===== config.mk =====
export PLATFORM = sky130hd
export DESIGN_NAME = cr_field_xfer
export DESIGN_NICKNAME = d
export VERILOG_FILES = /design/src/rtl/cr_xfer_pkg.sv /design/src/rtl/cr_first_pick.sv /design/src/rtl/cr_next_state.sv /design/src/rtl/cr_result_gen.sv /design/src/rtl/cr_field_xfer.sv
export SDC_FILE = /design/constraint.sdc
export NUM_CORES = 1
export LEC_CHECK = 0
export BUFFER_PORTS_ARGS = -buffer_cell sky130_fd_sc_hd__buf_2
export CORE_MARGIN = 2
export CORE_UTILIZATION = 47
export CTS_CLUSTER_SIZE = 14
export DETAILED_ROUTE_END_ITERATION = 8
export PLACE_DENSITY = 0.86
export SYNTH_ARGS = -nofsm -noshare
export SYNTH_HDL_FRONTEND = slang
export SYNTH_SLANG_ARGS = --single-unit
export TNS_END_PERCENT = 5

===== constraint.sdc =====
create_clock -name clk -period 3.62 [get_ports clk]
set_input_delay 0.724 -clock clk [delete_from_list [all_inputs] [get_ports clk]]
set_output_delay 0.724 -clock clk [all_outputs]
set_load 0.005 [all_outputs]

===== src/rtl/cr_xfer_pkg.sv =====
package cr_xfer_pkg;

  typedef enum logic [2:0] {
    OP_IDLE     = 3'd0,
    OP_PUT_ONE  = 3'd1,
    OP_PUT_MASK = 3'd2,
    OP_GET_ONE  = 3'd3,
    OP_FLAGS    = 3'd4,
    OP_GET_ALL  = 3'd5
  } op_e;

  typedef struct packed {
    logic ov;
    logic ov32;
    logic ca;
    logic ca32;
  } xflags_t;

  // decoded operation strobes, one per defined operation
  typedef struct packed {
    logic put_one;
    logic put_mask;
    logic get_one;
    logic flags;
    logic get_all;
  } op_dec_t;

  function automatic op_dec_t decode_op(input logic valid, input logic [2:0] op);
    op_dec_t d;
    d.put_one  = valid && (op == OP_PUT_ONE);
    d.put_mask = valid && (op == OP_PUT_MASK);
    d.get_one  = valid && (op == OP_GET_ONE);
    d.flags    = valid && (op == OP_FLAGS);
    d.get_all  = valid && (op == OP_GET_ALL);
    return d;
  endfunction

endpackage


===== src/rtl/cr_first_pick.sv =====
// Priority pick: returns, field-indexed, the lowest-numbered field whose mask
// bit is set. Mask bit for field n lives at mask[N-1-n].
module cr_first_pick #(
  parameter int unsigned NFIELDS = 8
) (
  input  logic [NFIELDS-1:0] mask,
  output logic [NFIELDS-1:0] pick,
  output logic               any
);
  logic [NFIELDS:0] seen;

  assign seen[0] = 1'b0;

  for (genvar n = 0; n < NFIELDS; n++) begin : g_chain
    assign pick[n]   = mask[NFIELDS-1-n] & ~seen[n];
    assign seen[n+1] = seen[n] | mask[NFIELDS-1-n];
  end

  assign any = seen[NFIELDS];
endmodule


===== src/rtl/cr_next_state.sv =====
// Per-field next-state selection for the condition register.
// Field n occupies cr[CW-1-FW*n -: FW].
module cr_next_state #(
  parameter int unsigned NFIELDS = 8,
  parameter int unsigned FW      = 4,
  localparam int unsigned CW     = NFIELDS * FW
) (
  input  logic [CW-1:0]      cr,
  input  logic [CW-1:0]      src_low,
  input  logic [NFIELDS-1:0] wr_en,
  input  logic [NFIELDS-1:0] flag_en,
  input  logic [FW-1:0]      flag_nib,
  output logic [CW-1:0]      cr_nxt
);
  for (genvar n = 0; n < NFIELDS; n++) begin : g_field
    localparam int unsigned HI = CW - 1 - FW * n;
    always_comb begin
      if (flag_en[n])
        cr_nxt[HI -: FW] = flag_nib;
      else if (wr_en[n])
        cr_nxt[HI -: FW] = src_low[HI -: FW];
      else
        cr_nxt[HI -: FW] = cr[HI -: FW];
    end
  end
endmodule


===== src/rtl/cr_result_gen.sv =====
// Result word: selected-field read, whole-register read, or zero.
module cr_result_gen #(
  parameter int unsigned NFIELDS = 8,
  parameter int unsigned FW      = 4,
  parameter int unsigned GW      = 64,
  localparam int unsigned CW     = NFIELDS * FW
) (
  input  logic               get_one,
  input  logic               get_all,
  input  logic [CW-1:0]      cr,
  input  logic [NFIELDS-1:0] pick,
  output logic [GW-1:0]      result
);
  logic [CW-1:0] field_keep;

  for (genvar n = 0; n < NFIELDS; n++) begin : g_keep
    assign field_keep[CW-1-FW*n -: FW] = {FW{pick[n]}};
  end

  always_comb begin
    result = '0;
    if (get_one)
      result[CW-1:0] = cr & field_keep;
    else if (get_all)
      result[CW-1:0] = cr;
  end
endmodule


===== src/rtl/cr_field_xfer.sv =====
module cr_field_xfer
  import cr_xfer_pkg::*;
#(
  parameter int unsigned NFIELDS = 8,
  parameter int unsigned FW      = 4,
  parameter int unsigned GW      = 64,
  localparam int unsigned CW     = NFIELDS * FW,
  localparam int unsigned FSEL_W = (NFIELDS > 1) ? $clog2(NFIELDS) : 1
) (
  input  logic               clk,
  input  logic               rst,
  input  logic               req_valid,
  input  logic [2:0]         req_op,
  input  logic [NFIELDS-1:0] req_mask,
  input  logic [FSEL_W-1:0]  req_field,
  input  logic [GW-1:0]      req_src,
  input  logic               req_ov,
  input  logic               req_ov32,
  input  logic               req_ca,
  input  logic               req_ca32,
  output logic               rsp_valid,
  output logic [GW-1:0]      rsp_result,
  output logic [CW-1:0]      cr_out
);
  // named internal events, visible to the bound checker
  op_dec_t            dec;
  logic [NFIELDS-1:0] mask_by_field;
  logic [NFIELDS-1:0] sel_first;
  logic               pick_any;
  logic [NFIELDS-1:0] wr_en;
  logic [NFIELDS-1:0] flag_en;
  logic [FW-1:0]      flag_nib;
  logic [CW-1:0]      cr_nxt;
  logic [GW-1:0]      result_nxt;
  xflags_t            flags_in;

  assign dec = decode_op(req_valid, req_op);

  // reorder mask so that index n is field n
  for (genvar n = 0; n < NFIELDS; n++) begin : g_mask
    assign mask_by_field[n] = req_mask[NFIELDS-1-n];
  end

  cr_first_pick #(.NFIELDS(NFIELDS)) u_pick (
    .mask (req_mask),
    .pick (sel_first),
    .any  (pick_any)
  );

  always_comb begin
    wr_en = '0;
    if (dec.put_one && pick_any)
      wr_en = sel_first;
    else if (dec.put_mask)
      wr_en = mask_by_field;
  end

  for (genvar n = 0; n < NFIELDS; n++) begin : g_fdec
    assign flag_en[n] = dec.flags && (req_field == FSEL_W'(n));
  end

  assign flags_in = '{ov: req_ov, ov32: req_ov32, ca: req_ca, ca32: req_ca32};

  if (FW > 4) begin : g_nib_wide
    assign flag_nib = {flags_in, {(FW-4){1'b0}}};
  end else begin : g_nib_exact
    assign flag_nib = flags_in[3 -: FW];
  end

  cr_next_state #(.NFIELDS(NFIELDS), .FW(FW)) u_next (
    .cr       (cr_out),
    .src_low  (req_src[CW-1:0]),
    .wr_en    (wr_en),
    .flag_en  (flag_en),
    .flag_nib (flag_nib),
    .cr_nxt   (cr_nxt)
  );

  cr_result_gen #(.NFIELDS(NFIELDS), .FW(FW), .GW(GW)) u_res (
    .get_one (dec.get_one),
    .get_all (dec.get_all),
    .cr      (cr_out),
    .pick    (sel_first),
    .result  (result_nxt)
  );

  always_ff @(posedge clk) begin
    if (rst) begin
      cr_out     <= '0;
      rsp_valid  <= 1'b0;
      rsp_result <= '0;
    end else begin
      cr_out     <= cr_nxt;
      rsp_valid  <= req_valid;
      rsp_result <= result_nxt;
    end
  end
endmodule


==> summary.txt <==
Detailed routing
  • Average via count per standard cell: a little over 5
  • Final routed wirelength across all metal layers: approximately 7400 um
  • 1st-iter DRT viols: between 100 and 150
  • First-pass iteration count of the detailed router: 4
  • DRC Markers: 0
  • Antenna-violating nets left: 0
  • Total number of vias: around 2500
  • WL/cell: about 15 um

Global route
  • Antenna violations before repair: 0
  • Global-route wire length before repair: approximately 11000 um
  • Residual overflow from global routing: 0
  • Global-route usage over all layers: between 20% and 30%
  • Vias in the first global route: ~2300
  • Pin count of the biggest net entering global routing: 40

Worst hold path
  • End point of the most critical hold path: rsp_result[22]$_SDFF_PP0_
  • Hold path depth: 1
  • Start point of the worst min-delay path: cr_out[22]$_SDFFE_PP0P_
  • Class of the most critical hold timing path: register to register

Worst setup path
  • Worst reg2reg path startpoint: cr_out[24]$_SDFFE_PP0P_
  • Library cell contributing the largest single delay on the critical path: sky130_fd_sc_hd__or4b_1
  • Critical path required time: roughly 3800 ps
  • Reg2Reg Capture Point: cr_out[24]$_SDFFE_PP0P_
  • Stage delay of the slowest cell on the critical path: 650 ps
  • Critical path start-end classification: input port to register
  • FF-to-FF path depth: 2
  • Highest fanout seen on the critical path: 9
  • Capturing element type of the critical path: register
  • CP delay by family, top: simple AND/OR/NAND/NOR gates
  • Worst Path Arrival: between 2000 and 2500 ps
  • Flop-to-flop setup slack: around 2900 ps
  • Sort of element at the start of the critical path: input port
  • Worst path buffer plus inverter count: 1
  • Crit path cell chain: buf_2 > nand4bb_4 > or4b_1 > and3_1 > mux2i_1 > nor2_1

STA
  • Top achievable clock speed: 464.7 MHz
  • Clock period minus worst slack: 2152 ps
  • Finish-stage setup viols: 0
  • Final Max Slew Viols: 0
  • Setup TNS: 0 ps
  • Final period util: 59.45%
  • Slew @ Worst Pin: just over 700 ps
  • Final count of hold timing violations: 0
  • Worst-case headroom to the max-slew limit: 51.83%
  • Setup repair after global routing missed its margin: no
  • Worst clock skew: roughly 11 ps

Synthesis
  • Most instantiated flip-flop cell in the synthesis netlist: sky130_fd_sc_hd__dfxtp_1
  • Yosys synthesis warning count: 0
  • Number of flops mapped to enable cells by yosys: 0
  • Fraction of synthesized cell area taken by the top area cell type: 43.35%
  • Number of flip-flops and latches in the synthesized netlist: 65
  • Seq/Total Area, Yosys: between 40 and 50%
  • Area leader, netlist: sky130_fd_sc_hd__dfxtp_1
  • Distinct cell type count of the synthesized netlist: 43
  • Async SR Flop Fraction: 0%
  • Area of the mapped netlist: ~3000 sq um
  • Top cells by area in the synthesized netlist: sky130_fd_sc_hd__dfxtp_1 (43%), sky130_fd_sc_hd__mux2i_1 (11%), sky130_fd_sc_hd__buf_4 (8.5%)
  • Syn Inst Count: roughly 300
  • Syn avg cell area: between 10 and 15 sq um

Placement
  • IO Port Bufs: between 100 and 150
  • Weighted congestion reported at the end of routability-driven placement: just under 0.9
  • Number of placed instances with taps included: 479
  • HPWL after detailed placement: ~5500 um

Die
  • Cell row count: 29
  • Chip Height: between 80 and 90 um
  • Die Width: 83.92 um
  • Standard cell core area: between 6000 and 7000 sq um
  • DIE AREA: 7042 sq um
  • IO Pins: 182
  • Initial Utilization: between 40% and 50%

Layout
  • Filler Cells Inserted: around 570
  • Area added between synthesis and finish: 23.59%
  • Layout cells sized above 1: a little under two fifths
  • Number of non-filler instances in the completed layout: between 400 and 500
  • Commonest cells after routing, fill and taps aside: sky130_fd_sc_hd__buf_2 (117), sky130_fd_sc_hd__dfxtp_1 (65), sky130_fd_sc_hd__and2_1 (33)
  • Total Nets Final: about 500
  • # diodes: 0
  • Most common cell after layout, fill and taps aside: sky130_fd_sc_hd__buf_2

Clocking
  • Resized cells post-CTS: 0
  • Clock tree from TritonCTS: done
  • Number of buffers inserted by hold repair at cts: 0
  • # clock sinks: 65
  • Number of buffers inserted during clock tree synthesis: 9
  • Clock network latency to the later pin of the worst-skew pair: 340 ps
  • Level count of the clock H-tree: 3
  • Clock Tree Root: sky130_fd_sc_hd__clkbuf_8
  • Post-CTS Repair Setup Buffers: 0
  • Maximum buffer depth of the clock tree: 2
  • Clock-pin slew on the worst setup and hold paths: ~80 ps

Run
  • Number of max-cap violations: 0

Power
  • Worst IR Drop VDD: approximately 0.24 mV
  • Pwr Density: 411.7 nW/um^2
  • Leakage power of the design: ~1.9 nW

Outcome
  • Outcome: complete, no violations
==> cell usage after synthesis (2+ instances only) <==
master,count
sky130_fd_sc_hd__nand4_1,2
sky130_fd_sc_hd__a211oi_1,12
sky130_fd_sc_hd__buf_2,2
sky130_fd_sc_hd__nor2b_1,2
sky130_fd_sc_hd__mux2_2,12
sky130_fd_sc_hd__and4b_1,2
sky130_fd_sc_hd__nand4b_1,2
sky130_fd_sc_hd__nand3_1,7
sky130_fd_sc_hd__o21ai_1,2
sky130_fd_sc_hd__nor4_1,3
sky130_fd_sc_hd__o22ai_1,8
sky130_fd_sc_hd__and4bb_2,2
sky130_fd_sc_hd__nand3b_1,3
sky130_fd_sc_hd__nand2_1,6
sky130_fd_sc_hd__buf_4,34
sky130_fd_sc_hd__and2_1,33
sky130_fd_sc_hd__clkbuf_1,4
sky130_fd_sc_hd__nand2b_1,6
sky130_fd_sc_hd__nor3_2,2
sky130_fd_sc_hd__a21oi_1,8
sky130_fd_sc_hd__mux2i_1,32
sky130_fd_sc_hd__nor2_1,27
sky130_fd_sc_hd__dfxtp_1,65
==> report_power, final <==
group	internal (W)	total, W	switching, W
registers	0.000725	0.000731	0.00000621
clock network	0.000384	0.000663	0.000278
logic	0.0000580	0.000133	0.0000754
==> worst max-delay path by stage <==
stage	start	end	slack [ps]	cells past startpoint
4_1_cts	req_op[1]	cr_out[12]$_SDFFE_PP0P_	1470	6
2_1_floorplan	req_op[0]	cr_out[12]$_SDFFE_PP0P_	1350	8
6_report	req_op[1]	cr_out[12]$_SDFFE_PP0P_	1470	6
5_1_grt	req_mask[7]	rsp_result[1]$_SDFF_PP0_	1380	6
3_3_place_gp	req_op[1]	cr_out[13]$_SDFFE_PP0P_	1180	6
3_5_place_dp	req_op[1]	cr_out[12]$_SDFFE_PP0P_	1110	6
==> per-layer routing <==
layer	wire (um)	global-route usage (%)	vias to the layer above
li1	-	-	1216
met1	2997	23.40	1177
met2	3749	37.16	103
met3	585	6.330	10
met4	102	8.504	0
met5	0	0	-
==> per-stage QoR <==
step                cell area [sq um]  setup WS, ps  utilization [%]  hold slack (ps)  total power [W]
floorplan                        3118          1354                -            477.5        0.0008411
global placement                 3500          1180            55.75            462.7        0.0008759
detailed placement               3500          1107            55.75            468.4        0.0008798
CTS                              3710          1474            59.10            484.9         0.001541
global route                     3710          1378            59.10            502.0         0.001577
finish                           3710          1468            59.10            478.8         0.001527
==> state kept, by name, indices dropped and copies added, names as in the netlist <==
name / cells
cr_out: 32
rsp_result: 32
rsp_valid: 1
==> worst register-to-register path: stages (launching register included) <==
cell and delay, ps:
sky130_fd_sc_hd__dfxtp_1 350, sky130_fd_sc_hd__nor2_1 50, sky130_fd_sc_hd__a211oi_1 220
==> logic make-up after synthesis <==
kind of cell,Yosys count,synth area share (%)
mux,44,15.17
buf+inv,43,10.13
xor+xnor,1,0.2918
simple gates,107,22.59
compound gates,35,8.337
other cells,1,0.1249
flops,65,43.35
==> area by class of cell <==
cell class,count,area (sq um),share of cell area [%]
tap,77,96.34,2.597
multi-input combinational,219,1513,40.78
sequential,65,1301,35.08
inverter,1,3.754,0.1012
clock buffer,10,127.6,3.440
timing repair buffer,117,585.6,15.78
clock inverter,6,82.58,2.226
(Power assumes the default switching activity.)
